### src/rtl/spla_pkg.sv
package spla_pkg;

    // Phase of the arbiter, derived each cycle from its state.
    typedef enum logic [1:0] {
        PH_SAMPLE = 2'd0,  // no grant, batch empty: copy requests
        PH_DECIDE = 2'd1,  // no grant, batch non-empty: pick one
        PH_HOLD   = 2'd2   // grant active, wait for acknowledge
    } arb_phase_t;

    function automatic arb_phase_t phase_of(input logic busy, input logic have_cand);
        if (busy)
            return PH_HOLD;
        else if (have_cand)
            return PH_DECIDE;
        else
            return PH_SAMPLE;
    endfunction

endpackage

### src/rtl/spla_lock.sv
module spla_lock #(
    parameter int NUM_VC = 4
) (
    input  logic              clk,
    input  logic              rst,
    input  logic [NUM_VC-1:0] req_i,
    input  logic              busy_i,
    input  logic [NUM_VC-1:0] served_i,
    output logic [NUM_VC-1:0] cand_o
);
    logic [NUM_VC-1:0] locked_q;

    // Live members of the batch: locked and still requesting.
    assign cand_o = locked_q & req_i;

    always_ff @(posedge clk) begin
        if (rst) begin
            locked_q <= '0;
        end else if (!busy_i && (cand_o == '0)) begin
            locked_q <= req_i;
        end else begin
            locked_q <= cand_o & ~served_i;
        end
    end

    // While a batch has live members, it never gains new ones.
    assert_lock_closed_R3: assert property (@(posedge clk) disable iff (rst)
        (cand_o != '0) |=> ((locked_q & ~$past(locked_q)) == '0));

endmodule

### src/rtl/spla_admit.sv
module spla_admit #(
    parameter int NUM_VC = 4
) (
    input  logic              clk,
    input  logic              rst,
    input  logic [NUM_VC-1:0] req_i,
    input  logic [NUM_VC-1:0] cand_i,
    input  logic [NUM_VC-1:0] served_i,
    output logic [NUM_VC-1:0] blocked_o
);
    // pass_q[w][h]: higher-priority channel h has overtaken waiter w.
    logic [NUM_VC-1:0] pass_q [NUM_VC];

    genvar h;
    generate
        for (h = 0; h < NUM_VC; h++) begin : g_block
            logic [NUM_VC-1:0] hit;
            always_comb begin
                hit = '0;
                for (int w = 0; w < NUM_VC; w++) begin
                    if (w > h) hit[w] = cand_i[w] & pass_q[w][h];
                end
            end
            assign blocked_o[h] = |hit;
        end
    endgenerate

    always_ff @(posedge clk) begin
        if (rst) begin
            for (int w = 0; w < NUM_VC; w++) pass_q[w] <= '0;
        end else begin
            for (int w = 0; w < NUM_VC; w++) begin
                if (served_i[w]) begin
                    pass_q[w] <= '0;
                end else if (req_i[w]) begin
                    for (int k = 0; k < NUM_VC; k++) begin
                        if (k < w && served_i[k]) pass_q[w][k] <= 1'b1;
                    end
                end
            end
        end
    end

    // Admission never shuts out a whole non-empty batch.
    assert_admit_live_R6: assert property (@(posedge clk) disable iff (rst)
        (cand_i != '0) |-> ((cand_i & ~blocked_o) != '0));

endmodule

### src/rtl/spla_pick.sv
module spla_pick #(
    parameter int NUM_VC = 4
) (
    input  logic [NUM_VC-1:0] cand_i,
    input  logic [NUM_VC-1:0] blocked_i,
    output logic [NUM_VC-1:0] pick_o
);
    logic [NUM_VC-1:0] elig;
    logic [NUM_VC:0]   seen;

    assign elig    = cand_i & ~blocked_i;
    assign seen[0] = 1'b0;

    genvar i;
    generate
        for (i = 0; i < NUM_VC; i++) begin : g_chain
            assign pick_o[i]  = elig[i] & ~seen[i];
            assign seen[i+1]  = seen[i] | elig[i];
        end
    endgenerate

endmodule

### src/rtl/static_prio_link_arb.sv
module static_prio_link_arb
    import spla_pkg::*;
#(
    parameter int NUM_VC = 4
) (
    input  logic              clk,
    input  logic              rst,
    input  logic [NUM_VC-1:0] req_i,
    input  logic [NUM_VC-1:0] ack_i,
    output logic [NUM_VC-1:0] gnt_o
);
    localparam logic [NUM_VC-1:0] ONE_V = NUM_VC'(1);

    logic [NUM_VC-1:0] gnt_q;
    logic [NUM_VC-1:0] served;
    logic [NUM_VC-1:0] cand;
    logic [NUM_VC-1:0] blocked;
    logic [NUM_VC-1:0] pick;
    logic              busy;
    arb_phase_t        phase;

    assign busy   = |gnt_q;
    assign served = gnt_q & ack_i;
    assign phase  = phase_of(busy, |cand);
    assign gnt_o  = gnt_q;

    spla_lock #(.NUM_VC(NUM_VC)) u_lock (
        .clk      (clk),
        .rst      (rst),
        .req_i    (req_i),
        .busy_i   (busy),
        .served_i (served),
        .cand_o   (cand)
    );

    spla_admit #(.NUM_VC(NUM_VC)) u_admit (
        .clk       (clk),
        .rst       (rst),
        .req_i     (req_i),
        .cand_i    (cand),
        .served_i  (served),
        .blocked_o (blocked)
    );

    spla_pick #(.NUM_VC(NUM_VC)) u_pick (
        .cand_i    (cand),
        .blocked_i (blocked),
        .pick_o    (pick)
    );

    always_ff @(posedge clk) begin
        if (rst) begin
            gnt_q <= '0;
        end else begin
            case (phase)
                PH_HOLD:   if (served != '0) gnt_q <= '0;
                PH_DECIDE: gnt_q <= pick;
                default:   gnt_q <= '0;
            endcase
        end
    end

    assert_reset_idle_R1: assert property (@(posedge clk) disable iff (rst)
        $past(rst) |-> (gnt_q == '0));

    assert_gnt_onehot_R2: assert property (@(posedge clk) disable iff (rst)
        $onehot0(gnt_q));

    assert_gnt_in_batch_R3: assert property (@(posedge clk) disable iff (rst)
        (phase == PH_DECIDE) |=> ((gnt_q != '0) && ((gnt_q & ~$past(cand)) == '0)));

    assert_gnt_prio_R4: assert property (@(posedge clk) disable iff (rst)
        (phase == PH_DECIDE) |=> (((gnt_q - ONE_V) & $past(cand & ~blocked)) == '0));

    assert_gnt_hold_R5: assert property (@(posedge clk) disable iff (rst)
        (busy && (served == '0)) |=> (gnt_q == $past(gnt_q)));

    assert_gnt_admit_R6: assert property (@(posedge clk) disable iff (rst)
        (phase == PH_DECIDE) |=> ((gnt_q & $past(blocked)) == '0));

    assert_ack_clears_R8: assert property (@(posedge clk) disable iff (rst)
        (served != '0) |=> (gnt_q == '0));

endmodule

### config.mk
export PLATFORM = sky130hd
export DESIGN_NAME = static_prio_link_arb
export DESIGN_NICKNAME = d
export VERILOG_FILES = /design/src/rtl/spla_pkg.sv /design/src/rtl/spla_lock.sv /design/src/rtl/spla_admit.sv /design/src/rtl/spla_pick.sv /design/src/rtl/static_prio_link_arb.sv
export SDC_FILE = /design/constraint.sdc
export NUM_CORES = 1
export LEC_CHECK = 0
export ABC_AREA = 1
export BUFFER_PORTS_ARGS = -buffer_cell sky130_fd_sc_hd__buf_2
export CAP_MARGIN = 20
export CELL_PAD_IN_SITES_DETAIL_PLACEMENT = 2
export CELL_PAD_IN_SITES_GLOBAL_PLACEMENT = 2
export CORE_AREA = 3 3 53 55
export DETAILED_ROUTE_END_ITERATION = 12
export DIE_AREA = 0 0 56 58
export PLACE_DENSITY_LB_ADDON = 0.1
export SLEW_MARGIN = 10
export SYNTH_ARGS = -nofsm -noshare
export SYNTH_HDL_FRONTEND = slang
export SYNTH_SLANG_ARGS = --single-unit
### constraint.sdc
create_clock -name clk -period 2.1 [get_ports clk]
set_input_delay 0.105 -clock clk [delete_from_list [all_inputs] [get_ports clk]]
set_output_delay 0.105 -clock clk [all_outputs]
set_load 0.005 [all_outputs]
# Word-level counts from Yosys, hierarchy flattened
# Memory sizes are Yosys's and may differ from the RTL's.
# Cells that the tools add are included.
# word_totals
register_bits	8
mem_bits_rw	12
output_inout_bits	4
n_memories	1
# mem_list
memory	words	width	rd	rd_ports_with_merged_regs	write_ports	line	rtl
u_admit.pass_q	4	3	3	0	4	spla_admit.sv:12	logic [NUM_VC-1:0] pass_q [NUM_VC];
# op_classes
eq_ne	3
n_mux	53
n_bitwise	30
n_reduce_logical	8
# ops
operator	count
$mux 1	45
$and 4x4->4	4
$mux 3	4
$or 1x1->1	12
$and 1x1->1	9
$mux 4	2
$pmux 4 s2	1
$reduce_or 4->1	2
$logic_not 4->1	1
$not 3->4	1
$not 4->4	1
$reduce_bool 4->1	1
$not 1->1	3
$reduce_or 3->1	1
$eq 2x1->1 const B	1
$eq 2x2->1 const B	1
$mux 2	1
$ne 2x2->1 const B	1
$reduce_or 2->1	1
$logic_and 1x1->1	1
$logic_not 1->1	1

# Logic depth before layout (Yosys ltp)
# Gate-level depths: netlist of run 1.
# logic_depth
word_depth	10
mapped_depth	7
mapped_depth_nobuf	7

# Hierarchy
# A second synthesis of run 1 with hierarchy kept.
# unflattened
cells_unflattened	133
hier_area_um2	848.3
# modules_own_cells
mod	n_inst	cells_each	area_each_um2	seq_area_each_um2
spla_admit	1	45	346.6	180.2
static_prio_link_arb	1	39	232.7	80.1
spla_lock	1	35	206.4	80.1
spla_pick	1	14	62.6	0.0

# Worst setup path before layout of run 1
# Ideal clock, no wire load.
# synth_timing
kind	flip-flop to flip-flop
startpoint	reg gnt_q[0], in the netlist gnt_o[0]
endpoint	mem u_admit.pass_q[0][6] (netlist name) (enable)
arrival_time_ns	0.835
path_slack_ns	0.974
path_stages_with_launch	4
path_buffers	0
synth_period_minus_slack_ns	1.126
cell_sequence	dfxtp_1 -> nand2_2 -> nor4_2 -> or2_1
# synth_lines
item	line	rtl
start, declared	static_prio_link_arb.sv:14	logic [NUM_VC-1:0] gnt_q;
start signal, assigned	static_prio_link_arb.sv:57	PH_DECIDE: gnt_q <= pick;
end, declared	spla_admit.sv:12	

==> results of run 1 <==
cell usage after synthesis:
cell type | number | area (um^2)
nand2_2 | 6 | 37.5
nor3_1 | 2 | 10.0
nor4_2 | 1 | 12.5
nor2_2 | 3 | 18.8
nand3_1 | 14 | 70.1
nand2_1 | 23 | 86.3
or2_1 | 2 | 12.5
o21ai_0 | 2 | 10.0
o22ai_1 | 1 | 6.26
inv_2 | 3 | 11.3
inv_1 | 8 | 30.0
a21oi_1 | 5 | 25.0
nor3_2 | 2 | 20.0
edfxtp_1 | 6 | 180
dfxtp_1 | 8 | 160
or2_2 | 1 | 6.26
a21boi_1 | 1 | 7.51
nor2_1 | 10 | 37.5
nor3_4 | 1 | 16.3
per-stage QoR:
stage	instance area, um^2	setup WS, ns
finish	887	0.827
global route	887	0.752
CTS	887	0.798
detailed placement	861	0.812
global placement	861	0.826
floorplan	758	0.974
per-layer routing:
metal  vias up  share of wire, %
met5         -                 0
li1        360                 -
met3         5               3.2
met1       344                49
met2         9                47
met4         0               1.4
registers in the layout (all words and copies together), names as in the netlist:
register         flops
u_admit.pass_q       6
gnt_o                4
u_lock.locked_q      4
critical path: stages (launching register included):
cell and delay, ns:
dfxtp_1 0.41, nand2_1 0.12, inv_2 0.10, nand2_1 0.11, nor3_2 0.14, or2_1 0.13
power by group:
group	internal, mW	switching (mW)	total [mW]
logic	0.0339	0.0626	0.0964
clock network	0.0740	0.100	0.174
registers	0.298	0.0105	0.309
kinds of logic (layout without fill, tap and decap cells):
kind of cell / count (synthesis) / count (layout) / share of synthesized area (%)
flip-flops: 14 / 14 / 44.9
buffers and inverters: 11 / 28 / 5.45
AO/OA/AOI/OAI: 9 / 9 / 6.44
AND/OR/NAND/NOR: 65 / 65 / 43.2
area by class of cell:
class                           count  area share, %
Clock buffer                        4           2.96
Inverter                           11           4.65
Multi-Input combinational cell     74           42.5
Sequential cell                    14           38.4
Tap cell                           30           4.23
Timing Repair Buffer               13           7.33
path summary, 6_finish.rpt:
check,start,end,cells after the start
worst max-delay path,gnt_o[1],u_admit.pass_q[0][7],5
worst min register to register,u_lock.locked_q[0],u_lock.locked_q[0],2
worst min-delay path,req_i[0],u_lock.locked_q[0],3
worst max register to register,gnt_o[1],u_admit.pass_q[0][7],5
==> summary.txt, run 1 <==
Outcome
  – Run status: finished, final reports clean

Cells and area
  – P&R area growth vs syn: 17.0%
  – Fillcell total: slightly above 300
  – Fin cells: around 150
  – Final Core Density: approximately 36%
  – Ratio of cells with drive above 1 in the final layout: between 20% and 30%
  – Antenna Cells: 0
  – Storage cell area: 340 um^2
  – Commonest non-fill, non-tap cell in the layout: nand2_1
  – Area of the multi-input gates: approximately 380 um^2
  – Most frequent cells in the layout: 23 x nand2_1, 14 x nand3_1, 13 x buf_2, 10 x nor2_1
  – Nets: between 100 and 150

Logic synthesis
  – Seq/Total Area, Yosys: between 40 and 50%
  – Synthesized area: around 760 um^2
  – Synthesized flop and latch total: 14
  – Synth Net Count: ~110
  – Synth warn: 0
  – Syn Area/Cell: between 7 and 8 um^2
  – Mapped Cells: between 90 and 100
  – Number of distinct library cells after synthesis: 19

STA
  – Hold_ws: between 0.05 and 0.06 ns
  – Count of final hold-check violations: 0
  – Clock Skews: approximately 0.0013 ns
  – Fmax: 0.785 GHz
  – Total negative slack: 0 ns
  – Slew headroom: 81.4%
  – Final period utilization: between 60% and 70%
  – Final Max Slew Viols: 0
  – Actual slew at the worst max-slew pin: approximately 0.28 ns
  – Final setup violation count: 0
  – RSZ-0062 raised after global routing: no
  – Fin crit period: ~1.3 ns

Drt
  – First drt pass iteration count: 4
  – Vias post-DR: 718
  – DR vias/cell: 4.92
  – 1st-iter DRT viols: 12
  – Detailed-route DRC error count: 0
  – Avg WL per Cell: around 15 um
  – Detailed Route WL: between 2 and 2.5 mm
  – Antenna-violating nets left: 0

Die
  – Die X-Extent: 56 um
  – IO Pins: 14
  – Cell Rows: 18
  – Chip height: 58 um
  – Core box area: 2430 um^2
  – Initial core utilization: between 30 and 40%
  – DIE AREA: 3250 um^2

GRT
  – GR Util met2: 23.7%
  – Total track usage: between 10% and 20%
  – Initial antenna violation count: 0
  – M1 GR Usage: 20.7%
  – Vias in the first global route: 800
  – Grt total ovfl: 0
  – GR peak layer: met2
  – First-pass GRT wire length: approximately 3.8 mm
  – Met3 GRT Util: just under 3%
  – Largest net degree at the start of global routing: 9

Power
  – Pwr Total: approximately 580 uW
  – LEAKAGE: roughly 0.42 nW
  – PD cells: about 650 nW/um^2
  – Peak supply drop: about 290 uV

Flow run
  – Total of max-cap violations: 0

Clocking
  – CTS buffer count: 3
  – Hold Buf Count CTS: 0
  – Post-CTS setup buffer count: 0
  – Clk_lat worst skew: 0.29 ns
  – Clock transition at the registers of the reported paths: roughly 0.09 ns
  – Post-CTS Resized: 0
  – H-tree Lvls: 1
  – Clock Tree Buf Depth: 2
  – Root Buffer: clkbuf_4
  – Clock tree from TritonCTS: done
  – CTS Sinks: 14

Critical path
  – Critical path class: reg -> reg
  – FF-to-FF setup slack: between 0.8 and 0.9 ns
  – Crit Path Max Fanout: 4
  – Worst setup EP type: register
  – Startpoint Class: register
  – WP data arrival: 1.30 ns
  – CP Data Required Time: between 2 and 2.5 ns

Place
  – Placer Congestion: roughly 0.73
  – Detailed Place HPWL: roughly 1.8 mm
  – PortBufs: 13
  – DP Cell Count: between 100 and 150

Hold path
  – Worst Hold Class: in -> reg
Power figures use the tool's default switching activity.
==> run 2, diff against run 1 <==
Settings changed: CORE_AREA 3 3 53 55 to 3 3 57 59, DIE_AREA 0 0 56 58 to 0 0 60 62.
Clock period 2.1 ns to 1.1 ns, I/O delays scaled along.
==> summary.txt, run 2 (same netlist as run 1, synthesis figures left out) <==
GRT
  – First-pass GRT wire length: 4.10 mm (+7.0%)
  – Initial antenna violation count: 0 (unchanged)
  – Largest net degree at the start of global routing: 9 (unchanged)
  – Total track usage: 15.5% (+0.46 points)
  – Grt total ovfl: 0 (unchanged)
  – Vias in the first global route: 840 (+5.0%)

Drt
  – Avg WL per Cell: 16.3 um (+11%)
  – Vias post-DR: 792 (+10%)
  – DR vias/cell: 4.80 (-2.4%)
  – Detailed-route DRC error count: 0 (unchanged)
  – 1st-iter DRT viols: 18 (+6)
  – Detailed Route WL: 2.68 mm (+25%)
  – First drt pass iteration count: 4 (unchanged)
  – Antenna-violating nets left: 0 (unchanged)

Outcome
  – Run status: finished with violations
  – Failing checks: setup timing

Critical path
  – Slowest cell delay on critical path: 0.37 ns (-0.04 ns)
  – Startpoint Class: register
  – CP top delay family: simple AND/OR/NAND/NOR gates
  – Critical path class: reg -> reg
  – Critical-path top delay cell: dfxtp_2
  – Cell mode on critical path: nand2_2
  – Critical-path cell list: nand2_2 > inv_2 > nand2_2 > nor3_4 > or2_1
  – Worst r2r src: gnt_o[1]
  – CP Data Required Time: 1.13 ns (-0.99 ns)
  – Reg2reg end: u_admit.pass_q[0][7]
  – Worst setup EP type: register
  – Bufs and invs on worst path: 1 (unchanged)
  – WP data arrival: 1.17 ns (-0.13 ns)
  – Crit Path Max Fanout: 3 (-1)
  – FF-to-FF setup slack: -0.05 ns (-0.88 ns)
  – Reg2reg path depth: 5 (unchanged)

Flow run
  – Total of max-cap violations: 0 (unchanged)

Cells and area
  – Largest register FFs: 6 (unchanged)
  – Commonest non-fill, non-tap cell in the layout: buf_4
  – P&R area growth vs syn: 54.0%
  – Area of the multi-input gates: 495 um^2 (+32%)
  – Antenna Cells: 0 (unchanged)
  – Fin cells: 165 (+13%)
  – Final Core Density: 42.3% (+5.9 points)
  – Storage cell area: 354 um^2 (+4.0%)
  – Fillcell total: 326 (+7.2%)
  – Biggest register: u_admit.pass_q
  – Most frequent cells in the layout: 16 x buf_4, 15 x nand2_1, 13 x nand3_1, 13 x buf_2, 9 x nand2_2
  – Nets: 145 (+14%)
  – Ratio of cells with drive above 1 in the final layout: 53.7% (+25 points)
  – Finished layout cell area: 1170 um^2 (+32%)

Hold path
  – Worst Hold Class: in -> reg
  – Hold endpoint: u_lock.locked_q[3]
  – Hold Path Stages: 2 (-1)
  – Hold Startpoint: req_i[3]

Clocking
  – Clock Tree Buf Depth: 2 (unchanged)
  – Clk_lat worst skew: 0.29 ns (about the same)
  – H-tree Lvls: 1 (unchanged)
  – CTS Sinks: 14 (unchanged)
  – Clock tree from TritonCTS: done
  – Clock transition at the registers of the reported paths: 0.10 ns (about the same)
  – Root Buffer: clkbuf_4
  – CTS buffer count: 3 (unchanged)

STA
  – Final period utilization: 104% (+44 points)
  – Final Max Slew Viols: 0 (unchanged)
  – Fmax: 0.871 GHz (+11%)
  – Count of final hold-check violations: 0 (unchanged)
  – Clock Skews: 0.00442 ns (+0.00315 ns)
  – Worst setup margin: -0.0485 ns (-0.875 ns)
  – RSZ-0062 raised after global routing: yes
  – Slew headroom: 83.7% (+2.3 points)
  – Final setup violation count: 9 (+9)
  – Fin crit period: 1.15 ns (-0.125 ns)
  – Actual slew at the worst max-slew pin: 0.244 ns (-0.0335 ns)

Die
  – Initial core utilization: 27.5% (-3.7 points)
  – IO Pins: 14 (unchanged)
  – DIE AREA: 3720 um^2 (+15%)
  – Die X-Extent: 60 um (+7.1%)
  – Cell Rows: 19 (+1)
  – Chip height: 62 um (+6.9%)
  – Core box area: 2760 um^2 (+13%)

Power
  – PD cells: 1020 nW/um^2 (+57%)
  – LEAKAGE: 0.537 nW (+28%)
  – Peak supply drop: 536 uV (+82%)

Place
  – Placer Congestion: 0.776 (+6.3%)
  – Placement-stage cell area: 927 um^2 (+7.7%)
  – Pre-CTS setup slack: -0.0894 ns (-0.902 ns)
  – DP Cell Count: 151 (+6.3%)
  – PortBufs: 13 (unchanged)
  – Detailed Place HPWL: 1.97 mm (+9.0%)
run 2: changes by cell type in the layout (fill, tap and decap cells not counted), moves of 3 or more:
cell | before | now
buf_4 | 0 | 16
nand2_1 | 23 | 15
dfxtp_1 | 8 | 3
nand2_4 | 0 | 4
a21oi_1 | 5 | 2
a21oi_2 | 0 | 3
dfxtp_4 | 0 | 3
nand2_2 | 6 | 9
nor2_1 | 10 | 7
run 2: metrics by stage:
step / hold WS [ns] / total power, mW / TNS (ns)
floorplan: 0.117 / 0.717 / 0
global placement: 0.299 / 0.810 / -0.229
detailed placement: 0.307 / 0.818 / -0.384
CTS: 0.0669 / 1.19 / -0.163
global route: 0.0633 / 1.26 / -1.20
finish: 0.0644 / 1.20 / -0.288
run 2: worst max-delay path by stage:
stage	endpoint	depth (start not counted)	start
2_1_floorplan	u_admit.pass_q[0][9]	4	gnt_o[3]
3_3_place_gp	u_admit.pass_q[0][7]	4	gnt_o[2]
3_5_place_dp	u_admit.pass_q[0][7]	5	gnt_o[1]
4_1_cts	u_admit.pass_q[0][7]	5	gnt_o[1]
5_1_grt	gnt_o[0]	5	gnt_o[0]
6_report	u_admit.pass_q[0][7]	5	gnt_o[1]
run 2: layout make-up:
| type | instances | area share, % |
|---|---|---|
| tap | 31 | 3.32 |
| inverter | 11 | 3.97 |
| sequential | 14 | 30.3 |
| clock buffer | 4 | 2.25 |
| timing repair buffer | 31 | 17.7 |
| multi-input combinational | 74 | 42.4 |
run 2: report_power, final:
group,internal [mW],switching [mW]
clock,0.141,0.195
combinational,0.114,0.159
sequential,0.565,0.0232
run 2: timing repair:
action | in CTS | in global routing
gates resized for setup | 15 | 21
buffers inserted | 8 | 1
hold buffers | 1 | 0
pin swaps | 6 | 17
endpoints found under the setup margin | 11 | 14
hold endpoints to repair | 1 | 0
run 2: routing by layer:
metal	track usage, %	up-vias	routed length, um
li1	-	396	-
met1	20.6	381	1210
met2	25.3	13	1350
met3	1.86	2	77
met4	6.65	0	38
met5	0	-	0
